### config.mk
export PLATFORM = sky130hd
export DESIGN_NAME = serial_cfg_master
export DESIGN_NICKNAME = d
export VERILOG_FILES = /design/src/rtl/scfg_pkg.sv /design/src/rtl/scfg_timer.sv /design/src/rtl/scfg_hold.sv /design/src/rtl/scfg_shifter.sv /design/src/rtl/serial_cfg_master.sv
export SDC_FILE = /design/constraint.sdc
export NUM_CORES = 1
export LEC_CHECK = 0
export BUFFER_PORTS_ARGS = -buffer_cell sky130_fd_sc_hd__buf_2
export CORE_MARGIN = 2
export CORE_UTILIZATION = 30
export DETAILED_ROUTE_END_ITERATION = 8
export SLEW_MARGIN = 20
export SYNTH_ARGS = -nofsm -noshare
export SYNTH_HDL_FRONTEND = slang
export SYNTH_SLANG_ARGS = --single-unit
### constraint.sdc
create_clock -name clk -period 3.5 [get_ports clk]
set_clock_uncertainty 0.1 [all_clocks]
set_input_delay 0.175 -clock clk [delete_from_list [all_inputs] [get_ports clk]]
set_output_delay 0.175 -clock clk [all_outputs]
set_load 0.01 [all_outputs]
### src/rtl/scfg_pkg.sv
package scfg_pkg;

    localparam int        BYTE_BITS = 8;
    localparam logic [7:0] FILL_BYTE = 8'hFF;

    typedef enum logic [2:0] {
        ST_IDLE,
        ST_PROG,
        ST_REL,
        ST_LOAD,
        ST_FILL
    } state_e;

    typedef enum logic [2:0] {
        FC_NONE        = 3'd0,
        FC_INIT_TO     = 3'd1,
        FC_REL_TO      = 3'd2,
        FC_INIT_ERR    = 3'd3,
        FC_DONE_TO     = 3'd4,
        FC_NO_READBACK = 3'd5
    } fail_e;

    typedef struct packed {
        logic  busy;
        logic  pass;
        logic  fail;
        fail_e cause;
    } status_t;

    function automatic status_t status_run();
        status_t s;
        s.busy  = 1'b1;
        s.pass  = 1'b0;
        s.fail  = 1'b0;
        s.cause = FC_NONE;
        return s;
    endfunction

    function automatic status_t status_end(input logic ok, input fail_e why);
        status_t s;
        s.busy  = 1'b0;
        s.pass  = ok;
        s.fail  = ~ok;
        s.cause = ok ? FC_NONE : why;
        return s;
    endfunction

endpackage

### src/rtl/scfg_timer.sv
module scfg_timer #(
    parameter int W = 8
) (
    input  logic         clk,
    input  logic         rst,
    input  logic         clr,
    input  logic [W-1:0] limit,
    output logic         expired
);
    logic [W-1:0] cnt;

    always_ff @(posedge clk) begin
        if (rst || clr) begin
            cnt <= '0;
        end else if (cnt < limit) begin
            cnt <= cnt + W'(1);
        end
    end

    assign expired = (cnt >= limit);
endmodule

### src/rtl/scfg_hold.sv
module scfg_hold #(
    parameter int LEN_W = 16
) (
    input  logic             clk,
    input  logic             rst,
    input  logic             clr,
    input  logic             en,
    input  logic [LEN_W-1:0] total,
    input  logic             s_valid,
    input  logic [7:0]       s_data,
    output logic             s_ready,
    input  logic             take,
    output logic             hold_valid,
    output logic [7:0]       hold_data
);
    logic [LEN_W-1:0] got;

    assign s_ready = en && !hold_valid && (got < total);

    always_ff @(posedge clk) begin
        if (rst || clr) begin
            got        <= '0;
            hold_valid <= 1'b0;
            hold_data  <= '0;
        end else begin
            if (s_valid && s_ready) begin
                hold_data  <= s_data;
                hold_valid <= 1'b1;
                got        <= got + LEN_W'(1);
            end else if (take) begin
                hold_valid <= 1'b0;
            end
        end
    end
endmodule

### src/rtl/scfg_shifter.sv
module scfg_shifter
    import scfg_pkg::*;
(
    input  logic       clk,
    input  logic       rst,
    input  logic       go,
    input  logic [7:0] go_byte,
    input  logic [3:0] go_bits,
    output logic       empty,
    output logic       sclk,
    output logic       sdata
);
    logic [7:0] sr;
    logic [3:0] left;
    logic       high_half;

    assign empty = (left == 4'd0);

    always_ff @(posedge clk) begin
        if (rst) begin
            sr        <= '0;
            left      <= '0;
            high_half <= 1'b0;
            sclk      <= 1'b1;
            sdata     <= 1'b1;
        end else if (go) begin
            sr        <= go_byte;
            left      <= go_bits;
            high_half <= 1'b0;
        end else if (!empty) begin
            if (!high_half) begin
                sdata     <= sr[BYTE_BITS-1];
                sclk      <= 1'b0;
                high_half <= 1'b1;
            end else begin
                sclk      <= 1'b1;
                sr        <= {sr[BYTE_BITS-2:0], 1'b0};
                left      <= left - 4'd1;
                high_half <= 1'b0;
            end
        end else begin
            sdata <= 1'b1;
        end
    end
endmodule

### src/rtl/serial_cfg_master.sv
module serial_cfg_master
    import scfg_pkg::*;
#(
    parameter int LEN_W        = 24,
    parameter int INIT_WAIT    = 25_000_000,
    parameter int FILL_WAIT    = 10_000_000,
    parameter int DONE_CONFIRM = 8
) (
    input  logic             clk,
    input  logic             rst,
    input  logic             start,
    input  logic             readback_req,
    input  logic [LEN_W-1:0] byte_len,
    input  logic             s_valid,
    input  logic [7:0]       s_data,
    output logic             s_ready,
    output logic             busy,
    output logic             cfg_pass,
    output logic             cfg_fail,
    output logic [2:0]       fail_cause,
    output logic             cfg_clear_n,
    output logic             cfg_sclk,
    output logic             cfg_sdata,
    input  logic             cfg_wait_n,
    input  logic             cfg_finished
);
    localparam int MAX_WAIT = (INIT_WAIT > FILL_WAIT) ? INIT_WAIT : FILL_WAIT;
    localparam int TMR_W    = $clog2(MAX_WAIT + 1);
    localparam int CONF_W   = $clog2(DONE_CONFIRM + 1);
    localparam logic [TMR_W-1:0]  INIT_LIM = TMR_W'(INIT_WAIT);
    localparam logic [TMR_W-1:0]  FILL_LIM = TMR_W'(FILL_WAIT);
    localparam logic [CONF_W-1:0] CONF_MAX = CONF_W'(DONE_CONFIRM);

    state_e            st, st_d;
    status_t           stat, stat_d;
    logic              clear_q, clear_d;
    logic [LEN_W-1:0]  len_q, len_d, sent_q, sent_d;
    logic [CONF_W-1:0] conf_q, conf_d;

    logic              tmr_clr, tmr_exp;
    logic [TMR_W-1:0]  tmr_lim;
    logic              hold_clr, take, hold_valid;
    logic [7:0]        hold_data;
    logic              go, sh_empty;
    logic [7:0]        go_byte;
    logic [3:0]        go_bits;

    logic wait_active, finish_good;
    assign wait_active = ~cfg_wait_n;
    assign finish_good = cfg_finished && !wait_active;

    always_comb begin
        st_d     = st;
        stat_d   = stat;
        clear_d  = clear_q;
        len_d    = len_q;
        sent_d   = sent_q;
        conf_d   = conf_q;
        go       = 1'b0;
        go_byte  = FILL_BYTE;
        go_bits  = 4'd1;
        take     = 1'b0;
        tmr_clr  = 1'b0;
        hold_clr = 1'b0;
        tmr_lim  = (st == ST_FILL) ? FILL_LIM : INIT_LIM;
        case (st)
            ST_IDLE: begin
                if (start) begin
                    st_d     = ST_PROG;
                    stat_d   = status_run();
                    clear_d  = 1'b0;
                    len_d    = byte_len;
                    sent_d   = '0;
                    tmr_clr  = 1'b1;
                    hold_clr = 1'b1;
                end else if (readback_req) begin
                    stat_d = status_end(1'b0, FC_NO_READBACK);
                end
            end
            ST_PROG: begin
                if (wait_active) begin
                    clear_d = 1'b1;
                    st_d    = ST_REL;
                    tmr_clr = 1'b1;
                end else if (tmr_exp) begin
                    clear_d = 1'b1;
                    st_d    = ST_IDLE;
                    stat_d  = status_end(1'b0, FC_INIT_TO);
                end
            end
            ST_REL: begin
                if (!wait_active) begin
                    st_d = ST_LOAD;
                end else if (tmr_exp) begin
                    st_d   = ST_IDLE;
                    stat_d = status_end(1'b0, FC_REL_TO);
                end
            end
            ST_LOAD: begin
                if (sh_empty) begin
                    if (sent_q == len_q || cfg_finished) begin
                        st_d    = ST_FILL;
                        tmr_clr = 1'b1;
                        conf_d  = '0;
                    end else if (wait_active) begin
                        st_d   = ST_IDLE;
                        stat_d = status_end(1'b0, FC_INIT_ERR);
                    end else if (hold_valid) begin
                        go      = 1'b1;
                        go_byte = hold_data;
                        go_bits = 4'(BYTE_BITS);
                        take    = 1'b1;
                        sent_d  = sent_q + LEN_W'(1);
                    end
                end
            end
            ST_FILL: begin
                if (sh_empty) begin
                    if (finish_good && conf_q == CONF_MAX) begin
                        st_d   = ST_IDLE;
                        stat_d = status_end(1'b1, FC_NONE);
                    end else if (tmr_exp) begin
                        st_d   = ST_IDLE;
                        stat_d = status_end(1'b0, FC_DONE_TO);
                    end else begin
                        go     = 1'b1;
                        conf_d = finish_good ? conf_q + CONF_W'(1) : '0;
                    end
                end
            end
            default: st_d = ST_IDLE;
        endcase
    end

    always_ff @(posedge clk) begin
        if (rst) begin
            st      <= ST_IDLE;
            stat    <= '0;
            clear_q <= 1'b1;
            len_q   <= '0;
            sent_q  <= '0;
            conf_q  <= '0;
        end else begin
            st      <= st_d;
            stat    <= stat_d;
            clear_q <= clear_d;
            len_q   <= len_d;
            sent_q  <= sent_d;
            conf_q  <= conf_d;
        end
    end

    scfg_timer #(.W(TMR_W)) u_timer (
        .clk     (clk),
        .rst     (rst),
        .clr     (tmr_clr),
        .limit   (tmr_lim),
        .expired (tmr_exp)
    );

    scfg_hold #(.LEN_W(LEN_W)) u_hold (
        .clk        (clk),
        .rst        (rst),
        .clr        (hold_clr),
        .en         (st == ST_LOAD),
        .total      (len_q),
        .s_valid    (s_valid),
        .s_data     (s_data),
        .s_ready    (s_ready),
        .take       (take),
        .hold_valid (hold_valid),
        .hold_data  (hold_data)
    );

    scfg_shifter u_shift (
        .clk     (clk),
        .rst     (rst),
        .go      (go),
        .go_byte (go_byte),
        .go_bits (go_bits),
        .empty   (sh_empty),
        .sclk    (cfg_sclk),
        .sdata   (cfg_sdata)
    );

    assign busy        = stat.busy;
    assign cfg_pass    = stat.pass;
    assign cfg_fail    = stat.fail;
    assign fail_cause  = stat.cause;
    assign cfg_clear_n = clear_q;
endmodule

==> metrics <==
run status finished, final reports clean; crit-path max FO 28; hold_ws 0.06350 ns; Leak 3.680 nW; # IOs 49; net count after synthesis 1037; total clock sinks 135; EDFF count, synth 0; Post-Syn Area 0.007652 mm2; hpwl dp 14230 um; Internal 0.002937 W; Max-Cap Viols 0; worst reg2reg path depth 10; Final min period 3.284 ns; IO buf count 48; Row Count 58; routability cong. 0.8185; largest net degree at the start of global routing 46; setup_tns 0 ns; setup repair bufs after CTS 0; nets@finish 1095; Worst EP required 3.22 ns; Routed WL per cell 15.19 um; post-DR vias/cell 5.235; Netlist cell types 63; pwr/cell area 444.9 mW/mm2; # setup viols final 0; TritonCTS clock tree yes; slew margin rel. 57.17%; DRT Wirelength 20680 um; Min-Delay Path Depth 3; register bit total from synthesis 135; final worst-path cycle share 93.82%; grt ovf 0; synth warn 0; Vias 7130; fin. max-slew vios 0; r2r setup slk 0.32 ns; Placed Area 0.008232 mm2; Final Cell Area 0.009148 mm2; Comb power frac 15.2%; post-layout util 36.43%; DRT iter0 DRCs 565; Sw Pwr 0.001133 W; ANT nets after route 0; Worst Hold Class input pin to flip-flop; clock transition at the registers of the reported paths 0.06 ns; Clock Latency Late Sink 0.43 ns; Peak supply drop 0.3272 mV; Seq/Total Area, Yosys 35.32%; Root Driver clkbuf_16; Main synth FF type dfxtp_1; Die Span Y 163.7 um; maximum clock rate 304.5 MHz; vias in the first global route 6677; cells after synthesis 962; Layout area overhead 19.54%; layout cells sized above 1 11.53%; CTS Buf Count 17; Final Hold Fails 0; H-Tree Depth 4; worst-margin pin slew 0.6425 ns; Switching Fraction 27.83%; worst path arrival time 3.01 ns; first-pass GRT wire length 33910 um; CP Capture Type primary output; Antenna Cells 0; Initial Util 30.48%; Longest Clk Path Bufs 2; WS Path Type flip-flop to primary output; DR pass1 iterations 5; core region area 0.02511 mm2; initial antenna violation count 0; syn avg cell area 7.955 um2; startpoint types flip-flop; Post-synth ARST share 0%; Die X 163.7 um; unrepaired setup endpoints after global routing no; Die ar. 0.02680 mm2; Post-route DRC 0; total track usage 15.71%; Clock Power Share 44.1%; sequential share of power 40.7%
layout make-up:
type,count,area (um2)
multi-input cells,718,4541
repair buffers,98,708.2
clock buffers,20,466.7
clock inverters,11,123.9
flip-flops and latches,135,2703
fillers,2618,15960
inverters,50,192.7
well taps,330,412.9
layout by cell type (no fill, tap or decap), drive strengths merged, types with 8 or more instances in the layout:
cell type	n
a211oi	14
a21o	13
a21oi	81
a31oi	14
and2	10
and3	18
buf	66
clkbuf	20
dfxtp	135
dlygate4sd3	32
ha	36
inv	50
mux2i	25
nand2	116
nand2b	9
nand3	46
nand4	23
nor2	67
nor3	16
nor4	16
o211ai	8
o21ai	40
or2	8
or3	25
or4	11
xnor2	12
xor2	38
state kept, by name, summed over array words and instances, names as in the netlist, 3 cells and up:
name and flops:
u_shift.left 4, conf_q 4, u_hold.hold_data 8, len_q 24, fail_cause 3, u_timer.cnt 25
u_shift.sr 8, u_hold.got 24, st 3, sent_q 24
per-stage QoR:
step	instances	setup slack, ns	power (W)
global route	1362	0.05508	0.004246
finish	1362	0.2163	0.004070
floorplan	962	0.2728	0.002076
global placement	1299	0.2945	0.002277
detailed placement	1299	0.2075	0.002281
CTS	1362	0.1674	0.004105
cells in the mapped netlist (all sizes together), types with 13 or more instances:
| cell | instances | area share, % |
|---|---|---|
| dfxtp | 135 | 35 |
| nand2 | 116 | 5.7 |
| a21oi | 81 | 5.3 |
| nor2 | 67 | 3.3 |
| clkbuf | 50 | 2.5 |
| inv | 49 | 2.4 |
| nand3 | 46 | 3.0 |
| o21ai | 40 | 2.7 |
| xor2 | 38 | 4.3 |
| ha | 36 | 5.9 |
| mux2i | 25 | 3.3 |
| or3 | 25 | 2.0 |
| nand4 | 23 | 1.9 |
| and3 | 18 | 1.5 |
| nor3 | 16 | 1.0 |
| nor4 | 16 | 1.3 |
| a211oi | 14 | 1.5 |
| a31oi | 14 | 1.1 |
| a21o | 13 | 1.3 |
path summary, 6_finish.rpt:
kind,startpoint,end
hold reg to reg,fail_cause[1],fail_cause[1]
setup / recovery,len_q[23],s_ready
hold / removal,cfg_wait_n,cfg_clear_n
setup reg to reg,st[2],conf_q[0]
critical path: stages (launching register included):
cell and delay (ns):
dfxtp_1 0.40, inv_1 0.06, ha_1 0.29, nand4_1 0.12, or2_2 0.34, or4_1 0.52, o211ai_1 0.28, inv_1 0.12
buf_4 0.25, buf_2 0.18
power by group through the flow:
stage | logic (W) | clock network (W) | registers [W]
6_report | 0.000619 | 0.00179 | 0.00166
3_5_place_dp | 0.000590 | 0 | 0.00169
5_1_grt | 0.000693 | 0.00189 | 0.00166
4_1_cts | 0.000621 | 0.00183 | 0.00166
2_1_floorplan | 0.000398 | 0 | 0.00168
3_3_place_gp | 0.000587 | 0 | 0.00169
logic make-up after synthesis:
group	Yosys count	share of synthesized area (%)
and+or+nand+nor	389	25.61
AOI/OAI and AO/OA	217	18.39
DFF	135	35.32
buffers and inverters	109	5.657
xor gates and xnor gates	50	5.723
adders and majority gates	36	5.886
muxes	26	3.417
what timing repair did:
item | 4_1_cts | 5_1_grt
hold buffers | 32 | 0
endpoints found under the setup margin | 0 | 2
resized for setup | 0 | 2
hold endpoints to repair | 32 | 0
routing by layer:
metal	track usage (%)	share of wire [%]	wire (um)
met5	0	0	0
met4	5.582	2.1	430
met3	2.702	2.8	578
met2	26.34	47	9790
met1	20.31	48	9885
No activity file was read; power rests on OpenSTA's default activity.
